### src/rtl/bytedac_pkg.sv
// Shared types for the byte-wide DAC front end.
// Assumes: one register target per bus address; any other address is treated as no target.
package bytedac_pkg;
    typedef enum logic [1:0] {
        TGT_NONE = 2'd0,
        TGT_LO   = 2'd1,
        TGT_HI   = 2'd2,
        TGT_CTRL = 2'd3
    } bytedac_tgt_e;
endpackage

### src/rtl/bytedac_wr_detect.sv
// Detects the rising edge of the active-low write strobe while chip select is low.
// Assumes: cs_n and we_n are already synchronous to clk.
// Produces a one-clock commit pulse.
module bytedac_wr_detect (
    input  logic clk,
    input  logic rst_n,
    input  logic cs_n,
    input  logic we_n,
    output logic wr_pulse
);
    logic we_n_q;

    // Remember last cycle's strobe level; reset to idle (high) so no false edge is seen.
    always_ff @(posedge clk) begin
        if (!rst_n) we_n_q <= 1'b1;
        else        we_n_q <= we_n;
    end

    // Commit when the strobe goes from low to high and the chip is selected.
    always_comb wr_pulse = we_n & ~we_n_q & ~cs_n;
endmodule

### src/rtl/bytedac_regs.sv
// Holding, control and DAC code registers.
// Assumes: wr_pulse is one clock wide. Addresses that match no target are dropped.
// load_n is sampled on every clock: while it is low, the code register
// copies both holding registers together.
module bytedac_regs
    import bytedac_pkg::*;
#(
    parameter int DATA_W    = 8,
    parameter int CODE_W    = 12,
    parameter int CTRL_W    = 3,
    parameter int ADDR_W    = 2,
    parameter int ADDR_LO   = 0,
    parameter int ADDR_HI   = 1,
    parameter int ADDR_CTRL = 2
) (
    input  logic              clk,
    input  logic              rst_n,
    input  logic              wr_pulse,
    input  logic [ADDR_W-1:0] addr,
    input  logic [DATA_W-1:0] data,
    input  logic              load_n,
    output logic [CTRL_W-1:0] ctrl_q,
    output logic [CODE_W-1:0] code_q
);
    localparam int HI_W = CODE_W - DATA_W;

    bytedac_tgt_e      tgt;
    logic [DATA_W-1:0] lo_q;
    logic [HI_W-1:0]   hi_q;

    // Decode the bus address into a register target.
    always_comb begin
        if      (addr == ADDR_W'(ADDR_LO))   tgt = TGT_LO;
        else if (addr == ADDR_W'(ADDR_HI))   tgt = TGT_HI;
        else if (addr == ADDR_W'(ADDR_CTRL)) tgt = TGT_CTRL;
        else                                 tgt = TGT_NONE;
    end

    // Store the byte into the selected holding or control register.
    always_ff @(posedge clk) begin
        if (!rst_n) begin
            lo_q   <= '0;
            hi_q   <= '0;
            ctrl_q <= '0;
        end else if (wr_pulse) begin
            case (tgt)
                TGT_LO:   lo_q   <= data;
                TGT_HI:   hi_q   <= data[HI_W-1:0];
                TGT_CTRL: ctrl_q <= data[CTRL_W-1:0];
                default:  ;
            endcase
        end
    end

    // Copy both holding registers into the code register while load is low.
    always_ff @(posedge clk) begin
        if (!rst_n)       code_q <= '0;
        else if (!load_n) code_q <= {hi_q, lo_q};
    end
endmodule

### src/rtl/bytedac_mode.sv
// Merges the software mode bits with the hardware pins.
// Assumes: the powerdown pin is active low and the speed pin is active high.
// Either source alone is enough to assert its output.
module bytedac_mode (
    input  logic sw_pd,
    input  logic sw_fast,
    input  logic pd_pin_n,
    input  logic speed_sel,
    output logic powerdown,
    output logic fast_mode
);
    // Powerdown if the pin is pulled low or software asks for it.
    always_comb powerdown = ~pd_pin_n | sw_pd;
    // Fast settling if the pin or software asks for it.
    always_comb fast_mode = speed_sel | sw_fast;
endmodule

### src/rtl/bytedac_front.sv
// Top of the byte-wide double-buffered DAC front end.
// Assumes: every input is synchronous to clk, and reset is synchronous and active low.
module bytedac_front #(
    parameter int DATA_W    = 8,
    parameter int CODE_W    = 12,
    parameter int CTRL_W    = 3,
    parameter int ADDR_W    = 2,
    parameter int ADDR_LO   = 0,
    parameter int ADDR_HI   = 1,
    parameter int ADDR_CTRL = 2,
    parameter int PD_BIT    = 0,
    parameter int FAST_BIT  = 1
) (
    input  logic              clk,
    input  logic              rst_n,
    input  logic              cs_n,
    input  logic              we_n,
    input  logic [ADDR_W-1:0] addr,
    input  logic [DATA_W-1:0] data,
    input  logic              load_n,
    input  logic              pd_pin_n,
    input  logic              speed_sel,
    output logic [CODE_W-1:0] dac_code,
    output logic [CTRL_W-1:0] ctrl_rb,
    output logic              powerdown,
    output logic              fast_mode
);
    logic wr_pulse;

    bytedac_wr_detect i_wr (
        .clk      (clk),
        .rst_n    (rst_n),
        .cs_n     (cs_n),
        .we_n     (we_n),
        .wr_pulse (wr_pulse)
    );

    bytedac_regs #(
        .DATA_W    (DATA_W),
        .CODE_W    (CODE_W),
        .CTRL_W    (CTRL_W),
        .ADDR_W    (ADDR_W),
        .ADDR_LO   (ADDR_LO),
        .ADDR_HI   (ADDR_HI),
        .ADDR_CTRL (ADDR_CTRL)
    ) i_regs (
        .clk      (clk),
        .rst_n    (rst_n),
        .wr_pulse (wr_pulse),
        .addr     (addr),
        .data     (data),
        .load_n   (load_n),
        .ctrl_q   (ctrl_rb),
        .code_q   (dac_code)
    );

    bytedac_mode i_mode (
        .sw_pd     (ctrl_rb[PD_BIT]),
        .sw_fast   (ctrl_rb[FAST_BIT]),
        .pd_pin_n  (pd_pin_n),
        .speed_sel (speed_sel),
        .powerdown (powerdown),
        .fast_mode (fast_mode)
    );
endmodule

### config.mk
export PLATFORM = sky130hd
export DESIGN_NAME = bytedac_front
export DESIGN_NICKNAME = d
export VERILOG_FILES = /design/src/rtl/bytedac_pkg.sv /design/src/rtl/bytedac_wr_detect.sv /design/src/rtl/bytedac_regs.sv /design/src/rtl/bytedac_mode.sv /design/src/rtl/bytedac_front.sv
export SDC_FILE = /design/constraint.sdc
export NUM_CORES = 1
export LEC_CHECK = 0
export BUFFER_PORTS_ARGS = -buffer_cell sky130_fd_sc_hd__buf_4
export CAP_MARGIN = 20
export CORE_ASPECT_RATIO = 1.25
export CORE_UTILIZATION = 56
export CTS_BUF_LIST = sky130_fd_sc_hd__clkbuf_8
export CTS_CLUSTER_DIAMETER = 50
export CTS_CLUSTER_SIZE = 16
export DETAILED_ROUTE_END_ITERATION = 8
export GPL_TIMING_DRIVEN = 0
export PLACE_DENSITY = 0.83
export SYNTH_ARGS = -nofsm -noshare
export SYNTH_HDL_FRONTEND = slang
export SYNTH_SLANG_ARGS = --single-unit
### constraint.sdc
create_clock -name clk -period 3.77 [get_ports clk]
set_clock_uncertainty 0.2 [all_clocks]
set_input_delay 1.131 -clock clk [delete_from_list [all_inputs] [get_ports clk]]
set_output_delay 1.131 -clock clk [all_outputs]
set_load 0.02 [all_outputs]
After elaboration in Yosys (flattened, before gate mapping)
Index checks and enable logic that the tools add are counted.
{ "totals": {"output_inout_bits": 17, "input_bits": 17, "ff_bits": 28} }
{ "op_classes": {"n_bitwise": 7, "n_reduce_logical": 4, "mux": 3, "n_eq_ne": 5} }
{ "ops": {"columns": ["operator", "count"], "rows": [
  ["$eq A2 B2 Y1 const B", 3],
  ["$mux W2", 3],
  ["$reduce_and A2 Y1", 3],
  ["$eq A2 B1 Y1 const B", 2],
  ["$not A1 Y1", 3],
  ["$and A1 B1 Y1", 2],
  ["$logic_not A2 Y1", 1],
  ["$or A1 B1 Y1", 2]
]} }

Depth between registers and ports, before layout
Gate-level depths: netlist of the first run.
{ "logic_depth": {"depth_word": 6, "mapped_depth": 4, "depth_no_buf": 3} }

Modules after synthesis
A second synthesis of the first run with hierarchy kept.
{ "hier_totals": {"hier_cells": 103, "area_unflattened_um2": 1093.5} }
{ "modules_own_cells": {"columns": ["module", "n_inst", "cells_per_inst", "area_per_inst_um2"], "rows": [
  ["bytedac_regs", 1, 98, 1042.2],
  ["bytedac_wr_detect", 1, 3, 38.8],
  ["bytedac_mode", 1, 2, 12.5]
]} }

Least setup slack after synthesis of the first run
Ideal clock, no wire load.
{ "synth_timing": {"kind": "input to output", "start": "input speed_sel", "end": "output fast_mode", "path_slack_ns": 0.988, "stages": 1, "arrival_ns": 1.451, "cell_sequence": "or2_2"} }
{ "synth_between": {"elab_chain_len": 1} }
{ "synth_rtl": {"columns": ["item", "line_no", "source"], "rows": [
  ["start: declaration", "bytedac_front.sv:22", "input logic speed_sel,"],
  ["$or A1 B1 Y1", "bytedac_mode.sv:15", "always_comb fast_mode = speed_sel | sw_fast;"],
  ["end: declaration", "bytedac_front.sv:26", "output logic fast_mode"]
]} }
Every way passes these cells.

Worst setup path after layout of the first run
Ends and elaborated chain as after synthesis.

==> results_dict.tcl, run 1 <==
set metrics [dict create \
    intPower_uw 414 \
    switching_power_uw 108 \
    synth-seq-area-share 0.507 \
    pwr-share-comb 0.083 \
    r2r_end "i_regs.lo_q[5]" \
    postSynthAreaPerCell_um2 10.5 \
    cpMostUsedCell "buf_4" \
    start_kind "input pin" \
    place_congestion 0.677 \
    fill_cells 120 \
    ys_seq_elements 28 \
    wl_per_cell_um 13.5 \
    antenna_cells 0 \
    drive_gt1_frac 0.326 \
    cts.path.max_buffers 2 \
    vias 852 \
    dp_hpwl_mm 1.69 \
    nNetsFinal 159 \
    syn_nets 122 \
    cts.clk_slew.worst_paths_ns 0.09 \
    initial_core_util 0.612 \
    clk_latency_ns 0.27 \
    grt_max_degree 16 \
    r2r-start "i_wr.we_n_q" \
    rsz0062_at_grt "false" \
    pwr-share-clk 0.345 \
    final_cell_mix "buf_4 (35), dfxtp_1 (28), mux2i_1 (27)" \
    fp.coreArea_um2 1810 \
    min_period_ns 2.99 \
    max-cap-violations 0 \
    grt_pass1_vias 803 \
    cts_buffers 3 \
    synth_cells 105 \
    cp_max_fo 1 \
    min_to "i_regs.lo_q[3]" \
    hold_viol 0 \
    required_ns 2.44 \
    dieWidth_um 41.8 \
    netlist_area_um2 1110 \
    placement_rows 17 \
    ios 34 \
    die_height_um 51.7 \
    postCtsSetupRepairBufs 0 \
    final.setup.tns_ns 0 \
    period_share 0.794 \
    slew_headroom 0.774 \
    die-area_um2 2160 \
    multi_input_area_um2 493 \
    drc 0 \
    cts_resized 0 \
    cp.arrival_ns 1.66 \
    regArea_um2 561 \
    tightest_slew_ns 0.339 \
    critPathMaxStageDelay_ns 0.26 \
    cpMaxStageDelayCell "or2_2" \
    synth_cell_types 14 \
    min_path_cells 2 \
    synth_warnings 0 \
    critical_path_class "in2out" \
    p_leak_uw 0.000676 \
    dr.pass1.iters 4 \
    antenna_found_initial 0 \
    final-setup-viol-count 0 \
    grt_pass1_wl_mm 3.51 \
    clock_sinks 28 \
    switching_share 0.207 \
    io_buffers 32 \
    htree_levels 1 \
    syn2layout_area_growth_pct 28.8 \
    hold_path_class "reg2reg" \
    grt_usage 0.219 \
    vdd_drop_max_mv 0.329 \
    critical_path.cell_chain "buf_4 -> or2_2 -> buf_4" \
    cts_tree "yes" \
    final_common_cell "buf_4" \
    end_kind "output port" \
    p_per_area_nw_per_um2 366 \
    grt_overflow_total 0 \
    drtIter0Drc 6 \
    r2r_cells 4 \
    max_freq_ghz 0.334 \
    holdBufCountCts 0 \
    final_antenna_net_count 0 \
    finalHoldWorstSlack_ns 0.266 \
    ff2ff_setup_slack_ns 2.44 \
    status "finished clean" \
    slew_violations 0 \
    root_buffer "clkbuf_8" \
    min_from "i_regs.lo_q[3]" \
    wl_mm 2.16 \
    viasPerCell 5.33 \
    seqPwrFrac 0.573 \
]
## power by group through the flow
stage          clock [uW]  sequential [uW]  combinational (uW)
2_1_floorplan           0              306                21.6
3_3_place_gp            0              306                42.1
3_5_place_dp            0              306                43.4
4_1_cts               185              299                43.6
5_1_grt               194              299                46.5
6_report              180              299                43.2
## through the flow
stage	utilization	setup WS [ns]	total power [uW]	cells	instance area [um^2]
final	0.788	0.776	522	160	1430
after global routing	0.788	0.766	540	160	1430
after CTS	0.788	0.771	527	160	1430
after detailed placement	0.758	0.773	349	156	1370
after global placement	0.758	0.789	348	156	1370
after floorplan	-	0.988	328	105	1110
## synthesized netlist by cell type
| master | n | share of area |
|---|---|---|
| dfxtp_1 | 28 | 0.51 |
| mux2i_1 | 27 | 0.24 |
| nand2_1 | 23 | 0.078 |
| nor2b_1 | 12 | 0.068 |
| buf_2 | 3 | 0.014 |
| buf_4 | 3 | 0.020 |
| nand2b_1 | 2 | 0.011 |
| and4bb_1 | 1 | 0.011 |
| buf_6 | 1 | 0.010 |
| clkbuf_1 | 1 | 0.0034 |
| nand4b_1 | 1 | 0.0079 |
| nand4b_2 | 1 | 0.014 |
| nor2_2 | 1 | 0.0057 |
| or2_2 | 1 | 0.0057 |
## worst max path at each step
stage	cells after the start	slack (ns)	startpoint	endpoint
after CTS	3	0.77	speed_sel	fast_mode
after global routing	3	0.77	speed_sel	fast_mode
after detailed placement	3	0.77	speed_sel	fast_mode
after floorplan	1	0.99	speed_sel	fast_mode
final	3	0.78	speed_sel	fast_mode
after global placement	3	0.79	speed_sel	fast_mode
## state kept, by name, indices dropped and copies added, names as in the netlist
register       flops
i_regs.lo_q        8
i_regs.hi_q        4
i_regs.ctrl_q      3
i_regs.code_q     12
i_wr.we_n_q        1
## cells by family (layout without fill, tap and decap cells)
family / count (synthesis) / after routing / synth area share
and+or+nand+nor: 42 / 42 / 0.201
DFF: 28 / 28 / 0.507
muxes: 27 / 27 / 0.244
buffers and inverters: 8 / 44 / 0.0475
## per-layer routing
metal,share of wire,GRT usage,vias up
met5,0,0,-
li1,-,-,416
met1,0.40,0.243,406
met2,0.55,0.417,28
met4,0.0097,0.0914,0
met3,0.044,0.0243,2
## critical path, delay by kind of cell
family                 cells  cell delay, ns
buffers and inverters      2            0.27
AND/OR/NAND/NOR            1            0.26
## area by class of cell
cell class / count / share of cell area
Buffer: 8 / 0.0369
Tap cell: 19 / 0.0167
Sequential cell: 28 / 0.393
Clock buffer: 4 / 0.0386
Multi-Input combinational cell: 69 / 0.346
Timing Repair Buffer: 32 / 0.169
No activity file was read; power rests on OpenSTA's default activity.
==> run 2: changes to the inputs <==
--- a/config.mk
+++ b/config.mk
@@ -5,16 +5,17 @@
 export SDC_FILE = /design/constraint.sdc
 export NUM_CORES = 1
 export LEC_CHECK = 0
+export ABC_AREA = 1
 export BUFFER_PORTS_ARGS = -buffer_cell sky130_fd_sc_hd__buf_4
 export CAP_MARGIN = 20
 export CORE_ASPECT_RATIO = 1.25
-export CORE_UTILIZATION = 56
+export CORE_UTILIZATION = 52
 export CTS_BUF_LIST = sky130_fd_sc_hd__clkbuf_8
 export CTS_CLUSTER_DIAMETER = 50
 export CTS_CLUSTER_SIZE = 16
 export DETAILED_ROUTE_END_ITERATION = 8
 export GPL_TIMING_DRIVEN = 0
-export PLACE_DENSITY = 0.83
+export PLACE_DENSITY = 0.77
 export SYNTH_ARGS = -nofsm -noshare
 export SYNTH_HDL_FRONTEND = slang
 export SYNTH_SLANG_ARGS = --single-unit
==> constraint.sdc (replaced) <==
create_clock -name clk -period 2.8 [get_ports clk]
set_clock_uncertainty 0.2 [all_clocks]
set_input_delay 0.84 -clock clk [delete_from_list [all_inputs] [get_ports clk]]
set_output_delay 0.84 -clock clk [all_outputs]
set_load 0.02 [all_outputs]
==> run 2 against run 1 <==
  * Register-to-register slack lost 0.94 ns
  * Final area grew 6.1%
  * Highest routed layer unchanged
  * Global-route usage shrank 3.2 points
  * Critical path type unchanged
==> results_dict.tcl, run 2 <==
set metrics [dict create \
    status "finished clean" \
    cts_tree "yes" \
    final_common_cell "nor2_1" \
    grt_pass1_vias 917 \
    cpLargestDelayFamily "buffers and inverters" \
    grt_pass1_wl_mm 3.55 \
    placement_rows 18 \
    htree_levels 1 \
    tightest_slew_ns 0.211 \
    dp.cells 222 \
    syn_nets 177 \
    vias 1046 \
    synth_enable_flop_cells 0 \
    synth_area_leaders "dfxtp_1 (48%), nor2_1 (17%), nand3_1 (6.4%)" \
    required_ns 1.76 \
    die_height_um 55.2 \
    initial_core_util 0.575 \
    max_freq_ghz 0.429 \
    synth_common_cells "nor2_1 (54), dfxtp_1 (28), nand2_1 (18)" \
    nNetsFinal 214 \
    dieWidth_um 44.6 \
    r2r-start "i_wr.we_n_q" \
    start_kind "input pin" \
    yosysTopAreaCell "dfxtp_1" \
    synth_cell_types 17 \
    drtIter0Drc 10 \
    crit_buf_inv 2 \
    ios 34 \
    final_util 0.737 \
    p_per_area_nw_per_um2 501 \
    drc 0 \
    end_kind "output port" \
    post_dp_cell_area_um2 1460 \
    multi_input_area_um2 504 \
    yosysMostFrequentCell "nor2_1" \
    cts_resized 0 \
    final_antenna_net_count 0 \
    grt_usage 0.186 \
    antenna_cells 0 \
    critical_path.cell_chain "buf_4 -> or2_1 -> buf_4" \
    antenna_found_initial 0 \
    drive_gt1_frac 0.286 \
    cp.arrival_ns 1.29 \
    final_cell_mix "nor2_1 (54), buf_4 (35), dfxtp_1 (28)" \
    synth-seq-area-share 0.476 \
    stdcell_count 226 \
    grt_overflow_total 0 \
    wl_mm 2.07 \
    root_buffer "clkbuf_8" \
    io_buffers 32 \
    holdBufCountCts 0 \
    dr.pass1.iters 6 \
    synth_top_area_frac 0.476 \
    synth_warnings 0 \
    max-cap-violations 0 \
    slew_headroom 0.859 \
    final.setup.tns_ns 0 \
    final-setup-viol-count 0 \
    top_regs "i_regs.code_q: 12 flops, i_regs.lo_q: 8 flops, i_regs.hi_q: 4 flops" \
    synth_cells 160 \
    vdd_drop_max_mv 0.451 \
    synth-async-reset-ratio 0 \
    clock_sinks 28 \
    grt_max_degree 16 \
    period_share 0.833 \
    viasPerCell 4.63 \
    cts.clk_slew.worst_paths_ns 0.08 \
    die-area_um2 2460 \
    cp_max_fo 1 \
    fill_cells 173 \
    regArea_um2 561 \
    rsz0062_at_grt "false" \
    hold_viol 0 \
    cpMostUsedCell "buf_4" \
    dp_hpwl_mm 1.69 \
    critPathMaxStageDelay_ns 0.20 \
    clk_latency_ns 0.27 \
    postSynthAreaPerCell_um2 7.37 \
    synth_ff_type "dfxtp_1" \
    critical_path_class "in2out" \
    slew_violations 0 \
    finalHoldWorstSlack_ns 0.284 \
    fp.coreArea_um2 2050 \
    startpoint "speed_sel" \
    place_congestion 0.831 \
    design_area_um2 1510 \
    p_leak_uw 0.000757 \
    ys_seq_elements 28 \
    postCtsSetupRepairBufs 0 \
    min_from "i_regs.code_q[1]" \
    top_register "i_regs.code_q" \
    cpMaxStageDelayCell "or2_1" \
    hold_path_class "reg2reg" \
    cts.path.max_buffers 2 \
    cts_buffers 3 \
    wl_per_cell_um 9.17 \
    min_period_ns 2.33 \
    netlist_area_um2 1180 \
    syn2layout_area_growth_pct 28.2 \
    largest_reg_flops 12 \
]
[run 2: worst paths after layout]
path / to / slack (ns) / cells past startpoint
max: fast_mode / 0.47 / 3
min: i_regs.code_q[1] / 0.28 / 2
max reg2reg: i_regs.lo_q[0] / 1.50 / 7
min reg2reg: i_regs.code_q[1] / 0.28 / 2
[run 2: area by class of cell]
type | count | share of cell area
plain buffers | 8 | 0.0356
clock buffers | 4 | 0.0364
inverters | 16 | 0.0397
multi-input cells | 108 | 0.334
flip-flops and latches | 28 | 0.371
well taps | 30 | 0.0248
repair buffers | 32 | 0.159
[run 2: logic make-up after synthesis]
| group | synth area share |
|---|---|
| and+or+nand+nor | 0.377 |
| AOI/OAI and AO/OA | 0.0509 |
| buffers and inverters | 0.0966 |
| DFF | 0.476 |
[run 2: worst register-to-register path, cell delays in order (launching register included)]
cell and delay [ns]:
dfxtp_1 0.31, inv_1 0.11, nand2_2 0.08, nor2_4 0.16, buf_6 0.16, nand3_1 0.08, nand2_1 0.07, nor2_1 0.04
[run 2: layer usage]
| metal | share of wire | vias up | track usage |
|---|---|---|---|
| li1 | - | 556 | - |
| met1 | 0.43 | 455 | 0.217 |
| met2 | 0.51 | 30 | 0.330 |
| met3 | 0.040 | 5 | 0.0294 |
| met4 | 0.018 | 0 | 0.0649 |
| met5 | 0 | - | 0 |
[run 2: per-stage QoR]
step | setup WS (ns) | power [uW]
floorplan | 0.645 | 486
global placement | 0.469 | 528
detailed placement | 0.468 | 530
CTS | 0.464 | 762
global route | 0.455 | 796
finish | 0.467 | 758
[run 2: where the power goes]
| part | switching (uW) | internal [uW] | total (uW) |
|---|---|---|---|
| sequential | 5.50 | 410 | 416 |
| combinational | 58.3 | 46.4 | 105 |
| clock | 112 | 126 | 238 |
| total | 176 | 582 | 758 |
